### config.mk
export PLATFORM = sky130hd
export DESIGN_NAME = si_phase_seq
export DESIGN_NICKNAME = d
export VERILOG_FILES = /design/src/rtl/sis_pkg.sv /design/src/rtl/sis_clk_div.sv /design/src/rtl/sis_phase_timer.sv /design/src/rtl/sis_phase_fsm.sv /design/src/rtl/sis_switch_dec.sv /design/src/rtl/si_phase_seq.sv
export SDC_FILE = /design/constraint.sdc
export NUM_CORES = 1
export LEC_CHECK = 0
export BUFFER_PORTS_ARGS = -buffer_cell sky130_fd_sc_hd__buf_2
export CAP_MARGIN = 20
export CELL_PAD_IN_SITES_DETAIL_PLACEMENT = 1
export CELL_PAD_IN_SITES_GLOBAL_PLACEMENT = 2
export CORE_MARGIN = 2
export CORE_UTILIZATION = 23
export DETAILED_ROUTE_END_ITERATION = 6
export GPL_ROUTABILITY_DRIVEN = 0
export PLACE_DENSITY_LB_ADDON = 0.1
export SYNTH_ARGS = -nofsm -noshare
export SYNTH_HDL_FRONTEND = slang
export SYNTH_SLANG_ARGS = --single-unit
### constraint.sdc
create_clock -name clk -period 7.65 [get_ports clk]
set_input_delay 0.765 -clock clk [delete_from_list [all_inputs] [get_ports clk]]
set_output_delay 0.765 -clock clk [all_outputs]
set_load 0.01 [all_outputs]
### src/rtl/sis_pkg.sv
package sis_pkg;

   typedef enum logic [3:0] {
      PH_ZI    = 4'd0,
      PH_INT   = 4'd1,
      PH_DE1   = 4'd2,
      PH_REST1 = 4'd3,
      PH_X10A  = 4'd4,
      PH_DE2   = 4'd5,
      PH_REST2 = 4'd6,
      PH_X10B  = 4'd7,
      PH_DE3   = 4'd8,
      PH_LATCH = 4'd9
   } sis_phase_e;

   function automatic int sis_max(input int a, input int b);
      return (a > b) ? a : b;
   endfunction

endpackage

### src/rtl/sis_clk_div.sv
module sis_clk_div #(
   parameter int OSC_DIV = 2
) (
   input  logic clk,
   input  logic rst_n,
   output logic tick
);

   generate
      if (OSC_DIV == 1) begin : g_direct
         // every oscillator cycle is a conversion clock
         assign tick = 1'b1;
      end else begin : g_count
         localparam int DW = $clog2(OSC_DIV);
         localparam logic [DW-1:0] LAST = DW'(OSC_DIV - 1);
         logic [DW-1:0] dcnt;

         always_ff @(posedge clk or negedge rst_n) begin
            if (!rst_n)            dcnt <= '0;
            else if (dcnt == LAST) dcnt <= '0;
            else                   dcnt <= dcnt + 1'b1;
         end

         assign tick = (dcnt == LAST);

         // conversion clock enables never come back to back
         a_r3_tick_gap: assert property (@(posedge clk) disable iff (!rst_n)
            tick |=> !tick);
      end
   endgenerate

endmodule

### src/rtl/sis_phase_timer.sv
module sis_phase_timer #(
   parameter int CW = 8
) (
   input  logic          clk,
   input  logic          rst_n,
   input  logic          tick,
   input  logic          done,
   output logic [CW-1:0] count
);

   // counts conversion clocks spent in the current phase
   always_ff @(posedge clk or negedge rst_n) begin
      if (!rst_n)     count <= '0;
      else if (done)  count <= '0;
      else if (tick)  count <= count + 1'b1;
   end

endmodule

### src/rtl/sis_phase_fsm.sv
module sis_phase_fsm
   import sis_pkg::*;
#(
   parameter int INT_LEN_HI = 1000,
   parameter int INT_LEN_LO = 10000,
   parameter int REST_LEN   = 100,
   parameter int X10_LEN    = 100,
   parameter int ZI_LEN     = 100,
   parameter int LATCH_LEN  = 100,
   parameter int DE_TIMEOUT = 20000,
   parameter int CW         = 15
) (
   input  logic          clk,
   input  logic          rst_n,
   input  logic          tick,
   input  logic          range_hi,
   input  logic          in_pos,
   input  logic          cmp_zero,
   input  logic [CW-1:0] tcnt,
   output logic          done,
   output sis_phase_e    phase,
   output logic          pass,
   output logic          pol,
   output logic          ovr
);

   logic [CW-1:0] len;
   logic          is_de;
   logic          last_clk;
   sis_phase_e    nxt;
   logic          rng_q;

   always_comb begin
      is_de = (phase == PH_DE1) || (phase == PH_DE2) || (phase == PH_DE3);
      unique case (phase)
         PH_ZI:              len = CW'(ZI_LEN);
         PH_INT:             len = rng_q ? CW'(INT_LEN_HI) : CW'(INT_LEN_LO);
         PH_REST1, PH_REST2: len = CW'(REST_LEN);
         PH_X10A, PH_X10B:   len = CW'(X10_LEN);
         PH_LATCH:           len = CW'(LATCH_LEN);
         default:            len = CW'(DE_TIMEOUT);
      endcase
      last_clk = (tcnt == len - CW'(1));
      done     = tick && (is_de ? (cmp_zero || last_clk) : last_clk);
   end

   always_comb begin
      unique case (phase)
         PH_ZI:    nxt = PH_LATCH;
         PH_LATCH: nxt = PH_INT;
         PH_INT:   nxt = PH_DE1;
         PH_DE1:   nxt = PH_REST1;
         PH_REST1: nxt = PH_X10A;
         PH_X10A:  nxt = PH_DE2;
         PH_DE2:   nxt = PH_REST2;
         PH_REST2: nxt = PH_X10B;
         PH_X10B:  nxt = PH_DE3;
         PH_DE3:   nxt = pass ? PH_ZI : PH_INT;
         default:  nxt = PH_ZI;
      endcase
   end

   always_ff @(posedge clk or negedge rst_n) begin
      if (!rst_n) begin
         phase <= PH_ZI;
         pass  <= 1'b0;
         pol   <= 1'b1;
         rng_q <= 1'b1;
         ovr   <= 1'b0;
      end else if (done) begin
         phase <= nxt;
         if (phase == PH_LATCH) begin
            pass  <= 1'b0;
            rng_q <= range_hi;
            ovr   <= 1'b0;
         end
         if (phase == PH_INT) pol <= in_pos;
         if (phase == PH_DE3) pass <= 1'b1;
         if (is_de && !cmp_zero) ovr <= 1'b1;
      end
   end

   // a sampled crossing always closes the de-integrate phase
   a_r4_cross_ends_de: assert property (@(posedge clk) disable iff (!rst_n)
      (tick && is_de && cmp_zero) |=> (phase != $past(phase)));

   // running out of time raises the over-range flag
   a_r6_timeout_sets: assert property (@(posedge clk) disable iff (!rst_n)
      (tick && is_de && !cmp_zero && last_clk) |=> ovr);

   // a new conversion starts with the flag clear
   a_r6_flag_cleared: assert property (@(posedge clk) disable iff (!rst_n)
      (phase == PH_INT && $past(phase) == PH_LATCH) |-> !ovr);

   // the range choice only moves at the conversion boundary
   a_r2_range_held: assert property (@(posedge clk) disable iff (!rst_n)
      (phase != PH_LATCH) |=> $stable(rng_q));

   // input pass hands over to the offset pass
   a_r1_pass_order: assert property (@(posedge clk) disable iff (!rst_n)
      (done && phase == PH_DE3 && !pass) |=> (phase == PH_INT && pass));

endmodule

### src/rtl/sis_switch_dec.sv
module sis_switch_dec
   import sis_pkg::*;
(
   input  sis_phase_e phase,
   input  logic       pass,
   input  logic       pol,
   input  logic       tick,
   output logic       sw_zi,
   output logic       sw_int1,
   output logic       sw_int2,
   output logic       sw_int,
   output logic       sw_de,
   output logic       sw_de_pos,
   output logic       sw_de_neg,
   output logic       sw_rest,
   output logic       sw_x10,
   output logic       cnt_en,
   output logic       cnt_up,
   output logic       latch_n
);

   logic in_de;
   logic in_int;

   always_comb begin
      in_de     = (phase == PH_DE1) || (phase == PH_DE2) || (phase == PH_DE3);
      in_int    = (phase == PH_INT);
      sw_zi     = (phase == PH_ZI);
      sw_int1   = in_int && !pass;
      sw_int2   = in_int && pass;
      sw_int    = !in_int;
      sw_de     = !in_de;
      sw_de_pos = in_de && pol;
      sw_de_neg = in_de && !pol;
      sw_rest   = (phase == PH_REST1) || (phase == PH_REST2);
      sw_x10    = (phase == PH_X10A) || (phase == PH_X10B);
      cnt_en    = in_de && tick;
      // middle phase counts against the outer two; offset pass flips all
      cnt_up    = in_de && ((phase == PH_DE2) == pass);
      latch_n   = (phase != PH_LATCH);
   end

endmodule

### src/rtl/si_phase_seq.sv
module si_phase_seq
   import sis_pkg::*;
#(
   parameter int OSC_DIV    = 2,
   parameter int INT_LEN_HI = 1000,
   parameter int INT_LEN_LO = 10000,
   parameter int REST_LEN   = 100,
   parameter int X10_LEN    = 100,
   parameter int ZI_LEN     = 100,
   parameter int LATCH_LEN  = 100,
   parameter int DE_TIMEOUT = 20000
) (
   input  logic clk,
   input  logic rst_n,
   input  logic range_hi,
   input  logic in_pos,
   input  logic cmp_zero,
   output logic sw_zi,
   output logic sw_int1,
   output logic sw_int2,
   output logic sw_int,
   output logic sw_de,
   output logic sw_de_pos,
   output logic sw_de_neg,
   output logic sw_rest,
   output logic sw_x10,
   output logic cnt_en,
   output logic cnt_up,
   output logic offset_pass,
   output logic ovr_flag,
   output logic latch_n
);

   localparam int MAX_LEN = sis_max(sis_max(sis_max(INT_LEN_HI, INT_LEN_LO),
                                            sis_max(REST_LEN, X10_LEN)),
                                    sis_max(sis_max(ZI_LEN, LATCH_LEN), DE_TIMEOUT));
   localparam int CW = $clog2(MAX_LEN + 1);

   generate
      if (OSC_DIV < 1) begin : g_bad_div
         $error("OSC_DIV must be at least 1");
      end
      if (INT_LEN_HI < 1 || INT_LEN_LO < 1 || REST_LEN < 1 || X10_LEN < 1 ||
          ZI_LEN < 1 || LATCH_LEN < 1 || DE_TIMEOUT < 1) begin : g_bad_len
         $error("every phase length must be at least one conversion clock");
      end
   endgenerate

   logic          tick;
   logic          done;
   logic [CW-1:0] tcnt;
   sis_phase_e    phase;
   logic          pass;
   logic          pol;

   sis_clk_div #(.OSC_DIV(OSC_DIV)) u_div (
      .clk   (clk),
      .rst_n (rst_n),
      .tick  (tick)
   );

   sis_phase_timer #(.CW(CW)) u_timer (
      .clk   (clk),
      .rst_n (rst_n),
      .tick  (tick),
      .done  (done),
      .count (tcnt)
   );

   sis_phase_fsm #(
      .INT_LEN_HI (INT_LEN_HI),
      .INT_LEN_LO (INT_LEN_LO),
      .REST_LEN   (REST_LEN),
      .X10_LEN    (X10_LEN),
      .ZI_LEN     (ZI_LEN),
      .LATCH_LEN  (LATCH_LEN),
      .DE_TIMEOUT (DE_TIMEOUT),
      .CW         (CW)
   ) u_fsm (
      .clk      (clk),
      .rst_n    (rst_n),
      .tick     (tick),
      .range_hi (range_hi),
      .in_pos   (in_pos),
      .cmp_zero (cmp_zero),
      .tcnt     (tcnt),
      .done     (done),
      .phase    (phase),
      .pass     (pass),
      .pol      (pol),
      .ovr      (ovr_flag)
   );

   sis_switch_dec u_dec (
      .phase     (phase),
      .pass      (pass),
      .pol       (pol),
      .tick      (tick),
      .sw_zi     (sw_zi),
      .sw_int1   (sw_int1),
      .sw_int2   (sw_int2),
      .sw_int    (sw_int),
      .sw_de     (sw_de),
      .sw_de_pos (sw_de_pos),
      .sw_de_neg (sw_de_neg),
      .sw_rest   (sw_rest),
      .sw_x10    (sw_x10),
      .cnt_en    (cnt_en),
      .cnt_up    (cnt_up),
      .latch_n   (latch_n)
   );

   assign offset_pass = pass;

   // the phase-marking enables never overlap
   a_r8_one_phase: assert property (@(posedge clk) disable iff (!rst_n)
      $onehot0({sw_zi, sw_int1, sw_int2, ~sw_de, sw_rest, sw_x10, ~latch_n}));

   // the integrate path opens only with one of the integrate enables
   a_r8_int_path: assert property (@(posedge clk) disable iff (!rst_n)
      !sw_int |-> (sw_int1 || sw_int2));

   // never both reference polarities at once
   a_r7_pol_excl: assert property (@(posedge clk) disable iff (!rst_n)
      !(sw_de_pos && sw_de_neg));

   // the strobe only moves on conversion clock boundaries
   a_r10_strobe_on_tick: assert property (@(posedge clk) disable iff (!rst_n)
      !tick |=> $stable(latch_n));

endmodule

==> impl_metrics.ini <==
[status]
outcome = complete, no violations

[sta]
fmax_ghz = 0.272
hold_slack_ns = 0.483
hold_viol_final = 0
worst_slew_pin_slew_ns = 0.884
fin_worst_skew_ns = 0.0110
finalCriticalPeriod_ns = 3.67
fin_crit_sh_pct = 48.0
finalSetupViolations = 0
slew_viol_final = 0
setup_slack_ns = 3.98
relSlewSlack_pct = 41.1
fin_setup_tns_ns = 0
rsz0062_at_grt = false

[grt]
grt.met3_usage_pct = 2.27
grt_pass1_vias = 1482
use_met2_pct = 22.3
grt_usage_pct = 13.2
antenna_found_initial = 0
use_met1_pct = 17.5
grt_max_degree = 25
grt_pass1_wl_microns = 7800
busiest_layer = met2
grt_overflow = 0

[routing]
wl_microns = 4670
firstDrtPassIters = 4
detail-route-antenna-nets = 0
vias = 1374
wl_per_cell_microns = 17.5
viasPerCell = 5.15
drc = 0
drt_iter0_markers = 80

[clock_network]
cts_buffers = 3
clockBufferDepth = 2
cts_setup_buffers = 0
clkSinkCount = 24
cts_tree = yes
insertion_delay_ns = 0.28
htree_levels = 1
root_buffer = clkbuf_8
cts_hold_buf = 0
cts_resized = 0
clk_pin_slew_ns = 0.10

[critical_path]
crit_path_start_kind = flip-flop
r2r_start = u_fsm.phase[3]$_DFFE_PN0P_
cpPeakStageDelay_ns = 0.80
ff2ff_setup_slack_ns = 3.98
critPathLaunch = u_fsm.phase[3]$_DFFE_PN0P_
cp_max_fo = 20
r2r-end = u_fsm.phase[3]$_DFFE_PN0P_
worstPathArrival_ns = 3.85
crit_slowest_cell = dfrtp_1
reg2regPathDepth = 10
required_ns = 7.82
crit_type = flip-flop to flip-flop
path_cells = nand4bb_1 > o31a_1 > ha_1 > xnor2_1 > nor2b_1 > nand3_1 > a211oi_2 > a32o_1 > nand2_4 > mux2_4
endpoint = u_fsm.phase[3]$_DFFE_PN0P_
end_kind = flip-flop

[run]
max-cap-violations = 0

[worst_hold_path]
hold_class = primary input to asynchronous set/reset pin

[final_layout]
antenna_cells = 0
layout.nets = 195
drive_gt1_share_pct = 18.2
area_growth_syn_to_layout_pct = 13.2
final_cells = 267

[placement]
hpwl_microns = 3340
pre_cts_slack_ns = 3.95
portBuffers = 18
placedCellCount = 263

[pwr]
p_clk_share_pct = 28.1
p_sw_uw = 143
ir_drop_mv = 0.0926
share_seq_of_total_power_pct = 47.9
switching_share_pct = 34.3
p_int_uw = 274
p_comb_share_pct = 24.1
powerDensity_nw_per_um2 = 233
cellLeakagePower_uw = 0.000714

[synth]
syn_inst = 174
yosysTopAreaCellShare_pct = 34.8
yosysUniqueCellTypes = 47
synth.area.top_cells = dfrtp_1 35%, xnor2_1 5.0%, a21oi_1 4.7%
syn-cell-area_sq_um = 1580
yosysWarningCount = 0
synth_largest_area_cell = dfrtp_1
avgSynthCellArea_sq_um = 9.10
yosysSeqAreaShare_pct = 38.1
synth_nets = 181
synth-async-reset-ratio_pct = 100
synth_edf_count = 0
ys.flop_type = dfrtp_1
synth-seq-cells = 24

[floorplanning]
io_pins = 19
rows = 30
die_h_microns = 87.0
start_util_pct = 23.6
dieArea_sq_um = 7560
coreArea_sq_um = 6720
fp.dieW_microns = 87.0
[layout by cell type, fill, tap and decap left out, drive strengths merged, types with 5 or more instances in the layout]
| cell type | count |
|---|---|
| a21oi | 15 |
| buf | 18 |
| dfrtp | 22 |
| mux2 | 5 |
| nand2 | 18 |
| nand3 | 6 |
| nor2 | 17 |
| nor3 | 6 |
| o21ai | 5 |
| xnor2 | 9 |
| xor2 | 6 |
[area by class of cell]
| class | count | area [sq um] |
|---|---|---|
| Fill cell | 786 | 4930 |
| Multi-Input combinational cell | 138 | 916 |
| Sequential cell | 24 | 603 |
| Tap cell | 80 | 100 |
| Timing Repair Buffer | 18 | 90.1 |
| Clock buffer | 3 | 41.3 |
| Clock inverter | 1 | 30.0 |
| Inverter | 3 | 11.3 |
[per-layer routing]
layer | share of wire (%) | up-vias
met2 | 47 | 19
met5 | 0 | -
li1 | - | 656
met1 | 49 | 695
met3 | 3.1 | 4
met4 | 0.88 | 0
[worst min-delay path by stage]
stage | cells after the start | from | to | slack, ns
global route | 1 | rst_n | u_fsm.ovr$_DFFE_PN0P_ | 0.51
finish | 1 | rst_n | u_fsm.ovr$_DFFE_PN0P_ | 0.48
CTS | 1 | rst_n | u_fsm.pass$_DFFE_PN0P_ | 0.50
floorplan | 0 | rst_n | u_div.tick$_DFF_PN0_ | 0.47
detailed placement | 2 | u_fsm.ovr$_DFFE_PN0P_ | u_fsm.ovr$_DFFE_PN0P_ | 0.50
global placement | 2 | u_fsm.ovr$_DFFE_PN0P_ | u_fsm.ovr$_DFFE_PN0P_ | 0.50
[cells in the mapped netlist, types with 2 or more instances]
cell / n
and3_1: 3
nor3_1: 6
buf_6: 2
a31oi_1: 2
nand2_1: 17
xnor2_1: 9
mux2_2: 3
nand3_1: 6
xor2_1: 6
clkbuf_1: 4
a21o_1: 3
nand4_1: 3
dfstp_2: 2
a22oi_1: 2
nand2b_1: 3
nor2_1: 17
o2bb2ai_1: 3
ha_1: 2
nor4_1: 2
buf_2: 3
nor3b_1: 3
a21oi_1: 15
nor2b_1: 4
o21ai_0: 5
and2_1: 4
dfrtp_1: 22
inv_1: 3
[cell families after synthesis]
logic type,count (synthesis),share of synthesized area (%)
multiplexers,6,4.43
flip-flops,24,38.1
buffers and inverters,12,4.03
AND/OR/NAND/NOR,74,25.4
XOR/XNOR,15,8.30
adder cells (fa/ha/maj),2,1.58
AO/OA/AOI/OAI,41,18.2
[power groups by stage]
stage                     logic, uW  clock network, uW  registers, uW
after detailed placement        102                  0            202
after global routing            115                126            206
after CTS                       102                122            199
final                           100                117            200
after floorplan                84.3                  0            184
after global placement         97.2                  0            200
[metrics by stage]
stage / power (uW) / util, % / area (sq um)
2_1_floorplan: 268 / - / 1580
3_3_place_gp: 297 / 25.6 / 1720
3_5_place_dp: 304 / 25.6 / 1720
4_1_cts: 424 / 26.7 / 1790
5_1_grt: 447 / 26.7 / 1790
6_report: 417 / 26.7 / 1790
[registers in the layout (all words and copies together), names as in the netlist]
| register | cells |
|---|---|
| u_fsm.rng_q | 1 |
| u_fsm.pol | 1 |
| u_fsm.phase | 4 |
| u_div.tick | 1 |
| u_fsm.pass | 1 |
| u_timer.count | 15 |
| u_fsm.ovr | 1 |
[worst max-delay path, delay by kind of cell (launching register included)]
kind | cells | cell delay (ns)
AO/OA/AOI/OAI | 3 | 1.31
AND/OR/NAND/NOR | 4 | 0.70
adder cells (fa/ha/maj) | 1 | 0.23
multiplexers | 1 | 0.33
flip-flops | 1 | 0.80
XOR/XNOR | 1 | 0.18
No activity file was read; power rests on OpenSTA's default activity.
